## config.mk

```make
export PLATFORM = sky130hd
export DESIGN_NAME = adc_cmd_seq
export DESIGN_NICKNAME = d
export VERILOG_FILES = /design/src/rtl/adc_seq_pkg.sv /design/src/rtl/adc_cmd_dec.sv /design/src/rtl/adc_ch_ptr.sv /design/src/rtl/adc_conv_hs.sv /design/src/rtl/adc_cmd_seq.sv
export SDC_FILE = /design/constraint.sdc
export NUM_CORES = 1
export LEC_CHECK = 0
export ABC_AREA = 0
export BUFFER_PORTS_ARGS = -buffer_cell sky130_fd_sc_hd__clkbuf_2
export CORE_MARGIN = 10
export CORE_UTILIZATION = 49
export CTS_CLUSTER_DIAMETER = 40
export DETAILED_ROUTE_END_ITERATION = 10
export PLACE_DENSITY_LB_ADDON = 0.25
export SYNTH_ARGS = -nofsm -noshare
export SYNTH_HDL_FRONTEND = slang
export SYNTH_HIERARCHICAL = 1
export SYNTH_SLANG_ARGS = --single-unit
```

## constraint.sdc

```tcl
create_clock -name clk -period 2.7 [get_ports clk]
set_clock_uncertainty 0.15 [all_clocks]
set_input_delay 0.27 -clock clk [delete_from_list [all_inputs] [get_ports clk]]
set_output_delay 0.27 -clock clk [all_outputs]
set_load 0.005 [all_outputs]
```

## src/rtl/adc_seq_pkg.sv

```systemverilog
package adc_seq_pkg;
  typedef enum logic [1:0] {
    MODE_ONE   = 2'd0,
    MODE_SCAN4 = 2'd1,
    MODE_SCAN8 = 2'd2,
    MODE_DIFF  = 2'd3
  } seq_mode_t;

  localparam logic [2:0] CODE_ONE   = 3'b000;
  localparam logic [2:0] CODE_SCAN4 = 3'b001;
  localparam logic [2:0] CODE_SCAN8 = 3'b011;
  localparam logic [2:0] CODE_DIFF  = 3'b100;
endpackage

```

## src/rtl/adc_cmd_dec.sv

```systemverilog
module adc_cmd_dec
  import adc_seq_pkg::*;
#(
  parameter int CH_W = 3
) (
  input  logic            clk,
  input  logic            rst_n,
  input  logic            cmd_valid,
  input  logic [7:0]      cmd_byte,
  input  logic            accept_en,
  output logic            load,
  output seq_mode_t       ld_mode,
  output logic [CH_W-1:0] ld_base,
  output seq_mode_t       mode,
  output logic [CH_W-1:0] base
);
  logic [2:0]      code;
  logic [CH_W-1:0] ch_f;
  logic            legal;
  seq_mode_t       mode_q;
  logic [CH_W-1:0] base_q;

  always_comb begin
    code    = cmd_byte[7:5];
    ch_f    = cmd_byte[CH_W-1:0];
    ld_mode = MODE_ONE;
    legal   = 1'b0;
    case (code)
      CODE_ONE:   begin ld_mode = MODE_ONE;   legal = 1'b1; end
      CODE_SCAN4: begin ld_mode = MODE_SCAN4; legal = 1'b1; end
      CODE_SCAN8: begin ld_mode = MODE_SCAN8; legal = 1'b1; end
      CODE_DIFF:  begin ld_mode = MODE_DIFF;  legal = ch_f[CH_W-1]; end
      default:    begin ld_mode = MODE_ONE;   legal = 1'b0; end
    endcase
    if (cmd_byte[4:CH_W] != '0) legal = 1'b0;
    ld_base = ch_f;
    load    = cmd_valid & accept_en & legal;
  end

  always_ff @(posedge clk or negedge rst_n) begin
    if (!rst_n) begin
      mode_q <= MODE_ONE;
      base_q <= '0;
    end else if (load) begin
      mode_q <= ld_mode;
      base_q <= ld_base;
    end
  end

  assign mode = mode_q;
  assign base = base_q;
endmodule

```

## src/rtl/adc_ch_ptr.sv

```systemverilog
module adc_ch_ptr
  import adc_seq_pkg::*;
#(
  parameter int CH_W       = 3,
  parameter int SCAN_SHORT = 4
) (
  input  logic            clk,
  input  logic            rst_n,
  input  seq_mode_t       mode,
  input  logic [CH_W-1:0] base,
  input  logic            load,
  input  seq_mode_t       ld_mode,
  input  logic [CH_W-1:0] ld_base,
  input  logic            stop,
  input  logic            busy,
  input  logic            adv,
  output logic [CH_W-1:0] cur_ch
);
  localparam int NUM_CH = 1 << CH_W;

  logic [CH_W-1:0] ch_q, ch_nxt;
  logic            pend_q, pend_nxt;

  function automatic logic [CH_W-1:0] first_of(seq_mode_t m, logic [CH_W-1:0] b);
    return (m == MODE_ONE || m == MODE_DIFF) ? b : '0;
  endfunction

  function automatic logic [CH_W-1:0] last_of(seq_mode_t m, logic [CH_W-1:0] b);
    case (m)
      MODE_SCAN4: return CH_W'(SCAN_SHORT - 1);
      MODE_SCAN8: return CH_W'(NUM_CH - 1);
      default:    return b;
    endcase
  endfunction

  always_comb begin
    ch_nxt   = ch_q;
    pend_nxt = pend_q;
    if (load) begin
      ch_nxt   = first_of(ld_mode, ld_base);
      pend_nxt = 1'b0;
    end else if (adv) begin
      if (stop || pend_q || ch_q == last_of(mode, base))
        ch_nxt = first_of(mode, base);
      else
        ch_nxt = ch_q + 1'b1;
      pend_nxt = 1'b0;
    end else if (stop) begin
      if (busy) pend_nxt = 1'b1;
      else      ch_nxt   = first_of(mode, base);
    end
  end

  always_ff @(posedge clk or negedge rst_n) begin
    if (!rst_n) begin
      ch_q   <= '0;
      pend_q <= 1'b0;
    end else begin
      ch_q   <= ch_nxt;
      pend_q <= pend_nxt;
    end
  end

  assign cur_ch = ch_q;
endmodule

```

## src/rtl/adc_conv_hs.sv

```systemverilog
module adc_conv_hs #(
  parameter int CH_W   = 3,
  parameter int DATA_W = 8
) (
  input  logic              clk,
  input  logic              rst_n,
  input  logic              rd_req,
  input  logic              conv_done,
  input  logic [DATA_W-1:0] conv_data,
  input  logic [CH_W-1:0]   cur_ch,
  output logic              conv_start,
  output logic              busy,
  output logic              adv,
  output logic              rd_valid,
  output logic [DATA_W-1:0] rd_data,
  output logic [CH_W-1:0]   rd_ch
);
  logic              busy_q, busy_nxt;
  logic              start_q, go;
  logic              valid_q;
  logic [DATA_W-1:0] data_q;
  logic [CH_W-1:0]   tag_q;

  always_comb begin
    go       = rd_req & ~busy_q;
    adv      = conv_done & busy_q;
    busy_nxt = go | (busy_q & ~adv);
  end

  always_ff @(posedge clk or negedge rst_n) begin
    if (!rst_n) begin
      busy_q  <= 1'b0;
      start_q <= 1'b0;
      valid_q <= 1'b0;
    end else begin
      busy_q  <= busy_nxt;
      start_q <= go;
      valid_q <= adv;
    end
  end

  always_ff @(posedge clk or negedge rst_n) begin
    if (!rst_n) begin
      data_q <= '0;
      tag_q  <= '0;
    end else if (adv) begin
      data_q <= conv_data;
      tag_q  <= cur_ch;
    end
  end

  assign conv_start = start_q;
  assign busy       = busy_q;
  assign rd_valid   = valid_q;
  assign rd_data    = data_q;
  assign rd_ch      = tag_q;
endmodule

```

## src/rtl/adc_cmd_seq.sv

```systemverilog
module adc_cmd_seq
  import adc_seq_pkg::*;
#(
  parameter int CH_W       = 3,
  parameter int DATA_W     = 8,
  parameter int SCAN_SHORT = 4
) (
  input  logic              clk,
  input  logic              rst_n,
  input  logic              cmd_valid,
  input  logic [7:0]        cmd_byte,
  input  logic              rd_req,
  input  logic              rd_stop,
  input  logic              conv_done,
  input  logic [DATA_W-1:0] conv_data,
  output logic              conv_start,
  output logic [CH_W-1:0]   mux_sel,
  output logic              diff_mode,
  output logic              rd_valid,
  output logic [DATA_W-1:0] rd_data,
  output logic [CH_W-1:0]   rd_ch
);
  seq_mode_t       mode, ld_mode;
  logic [CH_W-1:0] base, ld_base, cur_ch;
  logic            load, busy, adv;

  adc_cmd_dec #(.CH_W(CH_W)) dec_i (
    .clk(clk), .rst_n(rst_n), .cmd_valid(cmd_valid), .cmd_byte(cmd_byte),
    .accept_en(~busy), .load(load), .ld_mode(ld_mode), .ld_base(ld_base),
    .mode(mode), .base(base)
  );

  adc_ch_ptr #(.CH_W(CH_W), .SCAN_SHORT(SCAN_SHORT)) ptr_i (
    .clk(clk), .rst_n(rst_n), .mode(mode), .base(base), .load(load),
    .ld_mode(ld_mode), .ld_base(ld_base), .stop(rd_stop), .busy(busy),
    .adv(adv), .cur_ch(cur_ch)
  );

  adc_conv_hs #(.CH_W(CH_W), .DATA_W(DATA_W)) hs_i (
    .clk(clk), .rst_n(rst_n), .rd_req(rd_req), .conv_done(conv_done),
    .conv_data(conv_data), .cur_ch(cur_ch), .conv_start(conv_start),
    .busy(busy), .adv(adv), .rd_valid(rd_valid), .rd_data(rd_data),
    .rd_ch(rd_ch)
  );

  assign mux_sel   = cur_ch;
  assign diff_mode = (mode == MODE_DIFF);
endmodule

```

==> results.cfg <==
[run_status]
status = complete, no violations

[route]
dr.pass1.iters = 4
wl_per_cell_um = 16.4
drtIter0Drc = 56
vias_per_cell = 5.45
finalWirelength_mm = 2.79
final_antenna_net_count = 0
drc = 0
vias = 927

[clocking]
cts-resized-gates = 0
cts_buffers = 3
cts.sinks = 23
h-tree-depth = 1
cts-root-buf = clkbuf_4
cts_tree = built
clk_latency_ps = 300
clk_pin_slew_worst_paths_ps = 120
cts_max_path_buffers = 2

[die]
die_h_um = 69.9
die_x_um = 69.9
initial_utilization_pct = 50.1
die-area_um2 = 4880
pin_count = 39
rows = 18
core_area_um2 = 2430

[power_and_ir_drop]
peakVddDrop_uv = 386
p_total_mw = 1.14
p_leak_nw = 0.729
power_density_nw_per_um2 = 784

[layout]
final_nets = 165
synthToLayoutAreaGrowth_pct = 19.5
n_fill_cell = 223
drive_gt1_share_pct = 45.0
regArea_um2 = 576
multi_input_area_um2 = 587
diodes = 0
fin_cells = 170
final_area_um2 = 1460

[synth]
synthCells = 100
synth_nets = 124
synth.avg_cell_area_um2 = 12.2
async_reset_ff_share_pct = 100
synth_seq_cells = 23
synth_edf_count = 0
synth.yosys.warnings = 6
synth_top_area_share_pct = 47.2
seq_area_frac_synth_pct = 47.2
netlist_area_um2 = 1220
yosysTopAreaCell = dfrtp_1
synth_area_leaders = dfrtp_1, mux2_4, mux2_2, xnor2_1, a221oi_4
synth_top_flop_cell = dfrtp_1
post_synth_num_cell_types = 40

[setup_path]
cp_num_buf_inv = 1
slowest_delay_ps = 510
r2r-start = dec_i/mode[0]$_DFFE_PN0P_
startpoint = dec_i/mode[0]$_DFFE_PN0P_
rr_endpoint = ptr_i/cur_ch[1]$_DFFE_PN0P_
cpMaxStageDelayCell = or4b_1
cp-start-kind = flip-flop
crit_required_ps = 2780
cp_num_cells = 7
cp_max_fo = 7
worstSetupPathType = reg -> reg
r2r_cells = 7
endpoint = ptr_i/cur_ch[1]$_DFFE_PN0P_
critical_path.top_delay_family = simple AND/OR/NAND/NOR gates
critPathArrivalTime_ps = 2410
rrSetupSlack_ps = 370
worstSetupEndpointType = flip-flop
crit_chain = inv_1 -> ha_1 -> nor3b_1 -> o211ai_1 -> a31oi_1 -> or4b_1 -> a32oi_1

[sta]
period_minus_slack_ps = 2330
holdWs_ps = 41.6
tns_ps = 0
setup_viol = 0
slew_violations = 0
worst_pin_slew_ps = 561
slew_headroom_pct = 62.6
fin_crit_sh_pct = 86.3
fmax_mhz = 429
rsz0062_at_grt = no
final-hold-violation-count = 0

[global_routing]
gr-total-overflow = 0
grtUsageTotal_pct = 11.8
grt_pass1_wl_mm = 4.87
antenna_found_initial = 0
grt_max_degree = 24
first_global_vias = 1019

[place]
gp_congestion = 0.851
hpwlAfterDp_mm = 2.19
dp_cells = 165
placed_area_um2 = 1420
portBuffers = 38

[flow_run]
max_cap_violations = 0

[min_path]
hold_path_class = in -> reg
cells in the final DEF (no fill, tap or decap), types with 2 or more instances in the layout:
cell      netlist  final
nor2_1          6      6
xnor2_1         4      4
clkbuf_2        0     38
or4b_1          2      2
dfrtp_1        23     23
nand3_1         2      2
mux2_2          6      6
nor2b_1         2      2
nand2_1         3      3
nor3_1          2      2
clkbuf_4        0      3
o211ai_1        3      3
inv_1           5      5
mux2_4          8      8
a21oi_1         3      3
ha_1            2      2
and2_1          2      2
Yosys cell counts (2+ instances only):
master	instances
or4b_1	2
ha_1	2
o211ai_1	3
and2_1	2
buf_4	3
nor2b_1	2
a21oi_1	3
dfrtp_1	23
mux2_4	8
nor2_1	6
nand2_1	3
nand3_1	2
mux2_2	6
xnor2_1	4
inv_1	5
nor3_1	2
cells by family (layout without fill, tap and decap cells):
| family | count (synthesis) | in the layout | synth area share, % |
|---|---|---|---|
| AOI/OAI and AO/OA | 18 | 18 | 12.4 |
| xor gates and xnor gates | 5 | 5 | 3.59 |
| DFF | 23 | 23 | 47.2 |
| adders and majority gates | 2 | 2 | 2.05 |
| muxes | 15 | 15 | 16.2 |
| buffers and inverters | 10 | 50 | 4.62 |
| and+or+nand+nor | 27 | 27 | 13.9 |
layout make-up:
type	instances	area share [%]
multi-input cells	67	40.3
repair buffers	40	14.3
well taps	30	2.58
flip-flops and latches	23	39.5
clock buffers	4	1.80
inverters	6	1.55
per-stage QoR:
step / utilization [%] / worst slack [ps]
5_1_grt: 59.9 / 265
6_report: 59.9 / 369
4_1_cts: 59.9 / 370
2_1_floorplan: - / 626
3_3_place_gp: 58.4 / 557
3_5_place_dp: 58.4 / 397
sequential cells by signal (all words and copies together) (netlist names):
name	count
hs_i/busy	1
hs_i/conv_start	1
ptr_i/cur_ch	3
hs_i/rd_ch	3
hs_i/rd_valid	1
dec_i/mode	2
dec_i/base	3
hs_i/rd_data	8
ptr_i/pend_q	1
timing repair:
item | in CTS | in global routing
setup buffers | 0 | 0
hold endpoints to repair | 23 | 0
hold buffers | 1 | 0
metal layers:
metal  GRT usage, %  vias to the layer above  wire, um
li1               -                      442         -
met1           12.8                      458      1150
met2           21.2                       25      1450
met3           3.67                        2       180
met4           3.29                        0        12
met5              0                        -         0
worst min-delay path by stage:
stage	slack [ps]	depth (start not counted)	endpoint	start
final	40	2	hs_i/rd_data[4]$_DFFE_PN0P_	conv_data[4]
after detailed placement	140	1	hs_i/rd_data[2]$_DFFE_PN0P_	rst_n
after CTS	30	2	hs_i/rd_data[4]$_DFFE_PN0P_	conv_data[4]
after global routing	20	2	hs_i/rd_data[7]$_DFFE_PN0P_	conv_data[7]
after floorplan	-180	0	dec_i/base[0]$_DFFE_PN0P_	rst_n
after global placement	130	1	hs_i/rd_data[2]$_DFFE_PN0P_	rst_n
report_power, final:
| part | internal, mW | leakage, nW | total [mW] | switching, mW |
|---|---|---|---|---|
| clock network | 0.0575 | 0.0150 | 0.152 | 0.0949 |
| registers | 0.442 | 0.280 | 0.538 | 0.0958 |
| logic | 0.250 | 0.434 | 0.452 | 0.202 |
| total | 0.750 | 0.729 | 1.14 | 0.393 |
Power figures use the tool's default switching activity.
